### src/rtl/stkseq_pkg.sv
package stkseq_pkg;

  localparam int NIB_W     = 4;
  localparam int PC_W      = 13;
  localparam int PSW_W     = 8;
  localparam int MAX_STEPS = 6;
  localparam int STEP_W    = $clog2(MAX_STEPS);
  localparam int SLOTS     = 1 << STEP_W;

  typedef enum logic [2:0] {
    OP_PUSH_PAIR = 3'd0,
    OP_POP_PAIR  = 3'd1,
    OP_PUSH_BANK = 3'd2,
    OP_POP_BANK  = 3'd3,
    OP_TCALL     = 3'd4,
    OP_RETI      = 3'd5
  } seq_op_e;

  function automatic logic op_code_ok(logic [2:0] code);
    return code <= 3'd5;
  endfunction

  // number of memory accesses a command needs
  function automatic logic [STEP_W-1:0] op_steps(seq_op_e op);
    case (op)
      OP_POP_BANK: return STEP_W'(1);
      OP_TCALL:    return STEP_W'(4);
      OP_RETI:     return STEP_W'(6);
      default:     return STEP_W'(2);
    endcase
  endfunction

  function automatic logic op_writes(seq_op_e op);
    return (op == OP_PUSH_PAIR) || (op == OP_PUSH_BANK) || (op == OP_TCALL);
  endfunction

  // signed address offset from SP for a given access step
  function automatic logic signed [3:0] step_offset(seq_op_e op, logic [STEP_W-1:0] step);
    logic signed [3:0] s;
    s = 4'(signed'({1'b0, step}));
    case (op)
      OP_PUSH_PAIR, OP_PUSH_BANK, OP_TCALL: return -(s + 4'sd1);
      OP_POP_BANK:                          return 4'sd1;
      default:                              return s;
    endcase
  endfunction

  // net stack-pointer change once a command completes
  function automatic logic signed [3:0] sp_delta(seq_op_e op);
    case (op)
      OP_PUSH_PAIR, OP_PUSH_BANK: return -4'sd2;
      OP_POP_PAIR, OP_POP_BANK:   return 4'sd2;
      OP_TCALL:                   return -4'sd4;
      default:                    return 4'sd6;
    endcase
  endfunction

endpackage

### src/rtl/stkseq_ctrl.sv
module stkseq_ctrl
  import stkseq_pkg::*;
(
  input  logic              clk,
  input  logic              rst_n,
  input  logic              cmd_valid,
  input  logic [2:0]        cmd_op,
  output logic              busy,
  output logic              done,
  output logic              accept,
  output logic              last_access,
  output logic              mem_en,
  output seq_op_e           op_q,
  output logic [STEP_W-1:0] step
);

  typedef enum logic [1:0] {S_IDLE, S_ACCESS, S_FINISH} st_e;
  st_e st;

  assign accept      = (st == S_IDLE) && cmd_valid && op_code_ok(cmd_op);
  assign mem_en      = (st == S_ACCESS);
  assign last_access = mem_en && (step == op_steps(op_q) - STEP_W'(1));
  assign busy        = (st != S_IDLE);
  assign done        = (st == S_FINISH);

  always_ff @(posedge clk) begin
    if (!rst_n) begin
      st   <= S_IDLE;
      step <= '0;
      op_q <= OP_PUSH_PAIR;
    end else begin
      case (st)
        S_IDLE: if (accept) begin
          op_q <= seq_op_e'(cmd_op);
          step <= '0;
          st   <= S_ACCESS;
        end
        S_ACCESS: if (last_access) st <= S_FINISH;
                  else step <= step + STEP_W'(1);
        default:  st <= S_IDLE;
      endcase
    end
  end

  AST_DONE_SINGLE:     assert property (@(posedge clk) disable iff (!rst_n) done |=> !done);
  AST_DONE_AFTER_LAST: assert property (@(posedge clk) disable iff (!rst_n) done |-> $past(last_access));
  AST_OP_HELD:         assert property (@(posedge clk) disable iff (!rst_n) ($past(busy) && busy) |-> $stable(op_q));

endmodule

### src/rtl/stkseq_agu.sv
module stkseq_agu
  import stkseq_pkg::*;
#(
  parameter int SP_W     = 8,
  parameter bit SMALL_PC = 1'b0
)(
  input  logic              clk,
  input  logic              rst_n,
  input  logic              accept,
  input  seq_op_e           op_q,
  input  logic [STEP_W-1:0] step,
  input  logic              mem_en,
  input  logic [SP_W-1:0]   sp,
  input  logic [2*NIB_W-1:0] pair_in,
  input  logic [NIB_W-1:0]  bank_in,
  input  logic [PC_W-1:0]   pc_in,
  input  logic              mbe_in,
  output logic [SP_W-1:0]   mem_addr,
  output logic              mem_we,
  output logic [NIB_W-1:0]  mem_wdata
);

  logic [2*NIB_W-1:0] pair_q;
  logic [NIB_W-1:0]   bank_q;
  logic [PC_W-1:0]    pc_q;
  logic               mbe_q;
  logic signed [3:0]  off;

  always_ff @(posedge clk) begin
    if (!rst_n) begin
      pair_q <= '0;
      bank_q <= '0;
      pc_q   <= '0;
      mbe_q  <= 1'b0;
    end else if (accept) begin
      pair_q <= pair_in;
      bank_q <= bank_in;
      pc_q   <= {(SMALL_PC ? 1'b0 : pc_in[PC_W-1]), pc_in[PC_W-2:0]};
      mbe_q  <= mbe_in;
    end
  end

  assign off      = step_offset(op_q, step);
  assign mem_addr = sp + {{(SP_W-4){off[3]}}, off};
  assign mem_we   = mem_en && op_writes(op_q);

  always_comb begin
    mem_wdata = '0;
    case (op_q)
      OP_PUSH_PAIR: mem_wdata = (step == '0) ? pair_q[7:4] : pair_q[3:0];
      OP_PUSH_BANK: mem_wdata = (step == '0) ? bank_q : '0;
      OP_TCALL: case (step)
        STEP_W'(0): mem_wdata = pc_q[7:4];
        STEP_W'(1): mem_wdata = pc_q[3:0];
        STEP_W'(2): mem_wdata = {mbe_q, 2'b00, pc_q[12]};
        default:    mem_wdata = pc_q[11:8];
      endcase
      default: mem_wdata = '0;
    endcase
  end

  AST_POP_NO_WRITE: assert property (@(posedge clk) disable iff (!rst_n)
    (mem_en && !op_writes(op_q)) |-> !mem_we);

  generate
    if (SMALL_PC) begin : g_small
      AST_SMALL_FRAME_BIT: assert property (@(posedge clk) disable iff (!rst_n)
        (mem_we && op_q == OP_TCALL && step == STEP_W'(2)) |-> !mem_wdata[0]);
    end
  endgenerate

endmodule

### src/rtl/stkseq_commit.sv
module stkseq_commit
  import stkseq_pkg::*;
#(
  parameter int           SP_W     = 8,
  parameter logic [SP_W-1:0] RESET_SP = '0,
  parameter bit           SMALL_PC = 1'b0
)(
  input  logic               clk,
  input  logic               rst_n,
  input  seq_op_e            op_q,
  input  logic [STEP_W-1:0]  step,
  input  logic               mem_en,
  input  logic               mem_we,
  input  logic               last_access,
  input  logic               done,
  input  logic [NIB_W-1:0]   mem_rdata,
  output logic [SP_W-1:0]    sp,
  output logic [2*NIB_W-1:0] pair_out,
  output logic [NIB_W-1:0]   bank_out,
  output logic [PC_W-1:0]    pc_out,
  output logic               mbe_out,
  output logic [PSW_W-1:0]   psw_out
);

  logic [NIB_W-1:0] nib_q [SLOTS];
  logic [NIB_W-1:0] frame [SLOTS];
  logic             rd_now;
  logic signed [3:0] dlt;

  assign rd_now = mem_en && !mem_we;
  assign dlt    = sp_delta(op_q);

  // frame view: the nibble read in this cycle is merged in directly
  for (genvar k = 0; k < SLOTS; k++) begin : g_frame
    assign frame[k] = (rd_now && step == STEP_W'(k)) ? mem_rdata : nib_q[k];
  end

  always_ff @(posedge clk) begin
    if (!rst_n) begin
      for (int k = 0; k < SLOTS; k++) nib_q[k] <= '0;
    end else if (rd_now) begin
      nib_q[step] <= mem_rdata;
    end
  end

  always_ff @(posedge clk) begin
    if (!rst_n) begin
      sp       <= RESET_SP;
      pair_out <= '0;
      bank_out <= '0;
      pc_out   <= '0;
      mbe_out  <= 1'b0;
      psw_out  <= '0;
    end else if (last_access) begin
      sp <= sp + {{(SP_W-4){dlt[3]}}, dlt};
      case (op_q)
        OP_POP_PAIR: pair_out <= {frame[1], frame[0]};
        OP_POP_BANK: bank_out <= frame[0];
        OP_RETI: begin
          pc_out  <= {(SMALL_PC ? 1'b0 : frame[1][0]), frame[0], frame[3], frame[2]};
          mbe_out <= frame[1][3];
          psw_out <= {frame[4], frame[5]};
        end
        default: ;
      endcase
    end
  end

  AST_SP_AT_DONE_ONLY: assert property (@(posedge clk) disable iff (!rst_n) !$stable(sp) |-> done);
  AST_OUT_HELD:        assert property (@(posedge clk) disable iff (!rst_n)
    !done |-> $stable({pair_out, bank_out, pc_out, mbe_out, psw_out}));
  AST_SP_PARITY:       assert property (@(posedge clk) disable iff (!rst_n) done |-> (sp[0] == $past(sp[0])));

  generate
    if (SMALL_PC) begin : g_small
      AST_PC_TOP_ZERO: assert property (@(posedge clk) disable iff (!rst_n) done |-> !pc_out[PC_W-1]);
    end
  endgenerate

endmodule

### src/rtl/stack_frame_seq.sv
module stack_frame_seq
  import stkseq_pkg::*;
#(
  parameter int              SP_W     = 8,
  parameter logic [SP_W-1:0] RESET_SP = '0,
  parameter bit              SMALL_PC = 1'b0
)(
  input  logic               clk,
  input  logic               rst_n,
  input  logic               cmd_valid,
  input  logic [2:0]         cmd_op,
  input  logic [2*NIB_W-1:0] pair_in,
  input  logic [NIB_W-1:0]   bank_in,
  input  logic [PC_W-1:0]    pc_in,
  input  logic               mbe_in,
  output logic               busy,
  output logic               done,
  output logic [SP_W-1:0]    sp,
  output logic [2*NIB_W-1:0] pair_out,
  output logic [NIB_W-1:0]   bank_out,
  output logic [PC_W-1:0]    pc_out,
  output logic               mbe_out,
  output logic [PSW_W-1:0]   psw_out,
  output logic               mem_en,
  output logic               mem_we,
  output logic [SP_W-1:0]    mem_addr,
  output logic [NIB_W-1:0]   mem_wdata,
  input  logic [NIB_W-1:0]   mem_rdata
);

  logic              accept;
  logic              last_access;
  seq_op_e           op_q;
  logic [STEP_W-1:0] step;

  stkseq_ctrl u_ctrl (
    .clk(clk), .rst_n(rst_n), .cmd_valid(cmd_valid), .cmd_op(cmd_op),
    .busy(busy), .done(done), .accept(accept), .last_access(last_access),
    .mem_en(mem_en), .op_q(op_q), .step(step)
  );

  stkseq_agu #(.SP_W(SP_W), .SMALL_PC(SMALL_PC)) u_agu (
    .clk(clk), .rst_n(rst_n), .accept(accept), .op_q(op_q), .step(step),
    .mem_en(mem_en), .sp(sp), .pair_in(pair_in), .bank_in(bank_in),
    .pc_in(pc_in), .mbe_in(mbe_in), .mem_addr(mem_addr), .mem_we(mem_we),
    .mem_wdata(mem_wdata)
  );

  stkseq_commit #(.SP_W(SP_W), .RESET_SP(RESET_SP), .SMALL_PC(SMALL_PC)) u_commit (
    .clk(clk), .rst_n(rst_n), .op_q(op_q), .step(step), .mem_en(mem_en),
    .mem_we(mem_we), .last_access(last_access), .done(done), .mem_rdata(mem_rdata),
    .sp(sp), .pair_out(pair_out), .bank_out(bank_out), .pc_out(pc_out),
    .mbe_out(mbe_out), .psw_out(psw_out)
  );

  AST_MEM_EN_IN_BUSY: assert property (@(posedge clk) disable iff (!rst_n) mem_en |-> busy);
  AST_NO_ACCESS_AT_DONE: assert property (@(posedge clk) disable iff (!rst_n) done |-> !mem_en);

endmodule

### config.mk
export PLATFORM = sky130hd
export DESIGN_NAME = stack_frame_seq
export DESIGN_NICKNAME = d
export VERILOG_FILES = /design/src/rtl/stkseq_pkg.sv /design/src/rtl/stkseq_ctrl.sv /design/src/rtl/stkseq_agu.sv /design/src/rtl/stkseq_commit.sv /design/src/rtl/stack_frame_seq.sv
export SDC_FILE = /design/constraint.sdc
export NUM_CORES = 1
export LEC_CHECK = 0
export ABC_AREA = 0
export BUFFER_PORTS_ARGS = -buffer_cell sky130_fd_sc_hd__clkbuf_2
export CAP_MARGIN = 20
export CELL_PAD_IN_SITES_DETAIL_PLACEMENT = 0
export CELL_PAD_IN_SITES_GLOBAL_PLACEMENT = 1
export CORE_MARGIN = 2
export CORE_UTILIZATION = 45
export DETAILED_ROUTE_END_ITERATION = 8
export PLACE_DENSITY = 0.84
export SLEW_MARGIN = 10
export SYNTH_ARGS = -nofsm -noshare
export SYNTH_HDL_FRONTEND = slang
export SYNTH_SLANG_ARGS = --single-unit
export TNS_END_PERCENT = 30
### constraint.sdc
create_clock -name clk -period 8.1 [get_ports clk]
set_clock_uncertainty 0.1 [all_clocks]
set_input_delay 2.43 -clock clk [delete_from_list [all_inputs] [get_ports clk]]
set_output_delay 2.43 -clock clk [all_outputs]
set_load 0.02 [all_outputs]
==> results.sh <==
export IMPL_ys_types=53
export IMPL_r2r_slack_ps=4920
export IMPL_synth_area_leaders="dfxtp_1, edfxtp_1, nand2_1"
export IMPL_crit_chain="mux2_2 -> nand2_1 -> o21ai_0 -> ha_1 -> fa_1 -> nor4_1 -> a21oi_1 -> xnor2_1 -> clkbuf_2"
export IMPL_via_per_inst=5.31
export IMPL_cts_made_buffers=9
export IMPL_r2r_start="u_ctrl.op_q[1]$_SDFFE_PN0P_"
export IMPL_antenna_found_initial=0
export IMPL_syn_inst=521
export IMPL_worstPathArrival_ps=2910
export IMPL_cts_setup_buffers=0
export IMPL_grtUsageMet1_pct=26.5
export IMPL_startpoint_type="register"
export IMPL_async_flop_share_pct=0
export IMPL_post_route_util_pct=53.3
export IMPL_drt_drc_violations_left=0
export IMPL_critPathSlowestCell="dfxtp_1"
export IMPL_critPathMaxStageDelay_ps=480
export IMPL_post_cts_resized=0
export IMPL_top_usage_layer="met2"
export IMPL_hold_end="u_commit.pc_out[3]$_SDFFE_PN0P_"
export IMPL_yosys_area_top_type="dfxtp_1"
export IMPL_yosys_cell_count_top_type="nand2_1"
export IMPL_dp_hpwl_um=7790
export IMPL_io_pins=94
export IMPL_hold_depth=2
export IMPL_use_met3_pct=3.74
export IMPL_area_growth_pct=16.1
export IMPL_worst_setup_path_type="reg -> out"
export IMPL_hp_class="reg -> reg"
export IMPL_grt_pass1_wl_um=17400
export IMPL_num_vias=3922
export IMPL_rows=37
export IMPL_syn_avg_cell_area_um2=9.02
export IMPL_grt_ovfl_total=0
export IMPL_multi_input_area_um2=2290
export IMPL_power_density_nw_per_um2=186
export IMPL_gp_congestion=0.822
export IMPL_synth_top_area_share_pct=31.9
export IMPL_core_area_um2=10200
export IMPL_maxSlewHeadroom_pct=40.3
export IMPL_cts_tree="yes"
export IMPL_holdCritStartpoint="u_commit.pc_out[3]$_SDFFE_PN0P_"
export IMPL_crit_buf_inv=1
export IMPL_period_share_pct=67.2
export IMPL_ir_worst_vdd_uv=84.6
export IMPL_grt_usage_pct=19.2
export IMPL_status="completed"
export IMPL_dr_pass1_iters=5
export IMPL_maxSlewViolCount=0
export IMPL_clkSlewWorstSetupHoldPaths_ps=100
export IMPL_max_freq_ghz=0.184
export IMPL_synth_common_cells="nand2_1, dfxtp_1, a21oi_1"
export IMPL_n_antenna_cell=0
export IMPL_cp_end_kind="output port"
export IMPL_fill_cells=994
export IMPL_grt_pass1_vias=3600
export IMPL_synth_seq_cells=99
export IMPL_seq_area_frac_synth_pct=47.3
export IMPL_ant_nets=0
export IMPL_placed_area_um2=5250
export IMPL_fin_crit_ps=5440
export IMPL_synthFlopType="dfxtp_1"
export IMPL_tightestPinTransition_ps=895
export IMPL_clockRootBuffer="clkbuf_8"
export IMPL_grtUsageMet2_pct=30.1
export IMPL_die_area_um2=11300
export IMPL_clock_latency_ps=360
export IMPL_drt_wirelength_per_cell_um=14.1
export IMPL_die_width_um=106
export IMPL_cts_sinks=99
export IMPL_netlist_area_um2=4700
export IMPL_nNetsFinal=649
export IMPL_drt_iter0_drc=159
export IMPL_p_leak_nw=2.17
export IMPL_cts_hold_buf=0
export IMPL_path_delay_family="adder cells"
export IMPL_crit_fanout=8
export IMPL_syn_nets=572
export IMPL_grt_max_degree=38
export IMPL_numPlacedInstances=723
export IMPL_synth_edf_count=24
export IMPL_hold_viol_final=0
export IMPL_final_cell_area_um2=5460
export IMPL_rsz0062_at_grt="no"
export IMPL_cts_path_max_buffers=2
export IMPL_fin_setup_tns_ps=0
export IMPL_reg2reg_to="u_commit.pair_out[3]$_SDFFE_PN0P_"
export IMPL_required_ps=5570
export IMPL_regArea_um2=2220
export IMPL_port_buffers=92
export IMPL_start_util_pct=45.9
export IMPL_wirelength_um=10400
export IMPL_r2r_cells=9
export IMPL_ys_warn_count=0
export IMPL_instances_no_fill=739
export IMPL_cts_htree_levels=3
export IMPL_cap_violations=0
export IMPL_drive_gt1_share_pct=23.2
export IMPL_die_h_um=106
export IMPL_setup_viol=0
-- flip-flops by register name (all words and copies together), names as in the netlist --
register           flops
u_ctrl.step            3
u_commit.sp            7
u_agu.bank_q           4
u_ctrl.op_q            3
u_agu.pc_q            13
u_ctrl.st              2
u_commit.nib_q        24
u_commit.pc_out       13
u_agu.mbe_q            1
u_commit.psw_out       8
u_agu.pair_q           8
u_commit.mbe_out       1
u_commit.pair_out      8
u_commit.bank_out      4
-- how the worst max path moves through the flow --
stage / startpoint / end / slack (ps) / cells past startpoint
final: u_ctrl.op_q[1]$_SDFFE_PN0P_ / mem_addr[7] / 2660 / 9
after global routing: u_ctrl.op_q[1]$_SDFFE_PN0P_ / mem_addr[7] / 2470 / 9
after CTS: u_ctrl.op_q[1]$_SDFFE_PN0P_ / mem_addr[7] / 2640 / 9
after detailed placement: u_ctrl.op_q[1]$_SDFFE_PN0P_ / mem_addr[7] / 3060 / 9
after global placement: u_ctrl.op_q[1]$_SDFFE_PN0P_ / mem_addr[7] / 3160 / 9
after floorplan: u_ctrl.op_q[1]$_SDFFE_PN0P_ / mem_addr[7] / 3170 / 8
-- layout make-up --
type	instances	area share, %
Timing Repair Buffer	96	9.36
Clock inverter	7	1.56
Multi-Input combinational cell	377	41.9
Clock buffer	9	2.27
Sequential cell	99	40.7
Tap cell	136	3.12
Inverter	15	1.03
-- cells in the final DEF (no fill, tap or decap), types with 6 or more instances in the layout --
cell and count:
nand2_1 102, nor4_1 7, a21oi_1 60, clkbuf_8 9, xnor2_1 9, a211oi_1 16, o21ai_0 17, nand2b_1 6
clkbuf_2 92, dfxtp_1 75, ha_1 13, inv_1 12, mux2i_1 19, edfxtp_1 24, nor3_1 18, nor2_1 43
-- cells by family after synthesis --
kind of cell	share of synthesized area (%)
simple gates	21.2
flops	47.3
compound gates	15.3
fa+ha+maj	4.31
mux	4.52
buf+inv	4.18
other cells	0.0798
xor+xnor	3.14
-- stage by stage --
step                hold slack, ps  worst slack (ps)  power [mW]
global route                   377              2470        1.07
detailed placement             346              3060       0.694
floorplan                      333              3170       0.651
finish                         359              2660        1.02
CTS                            361              2640        1.02
global placement               342              3160       0.689
-- where the power goes --
part	switching (mW)	total (mW)	internal, mW
registers	0.0116	0.532	0.520
clock network	0.185	0.334	0.149
logic	0.0959	0.150	0.0545
total	0.293	1.02	0.724
-- worst min-delay path, stage by stage, from the launching register on --
cell	delay (ps)
dfxtp_1	320
nand2_1	50
a21oi_1	50
-- per-layer routing --
metal	vias up	routed length, um
met2	109	4840
met1	1824	4790
met4	0	201
met5	-	0
met3	20	585
li1	1969	-
Note: power is estimated with default switching activity, not from simulation.
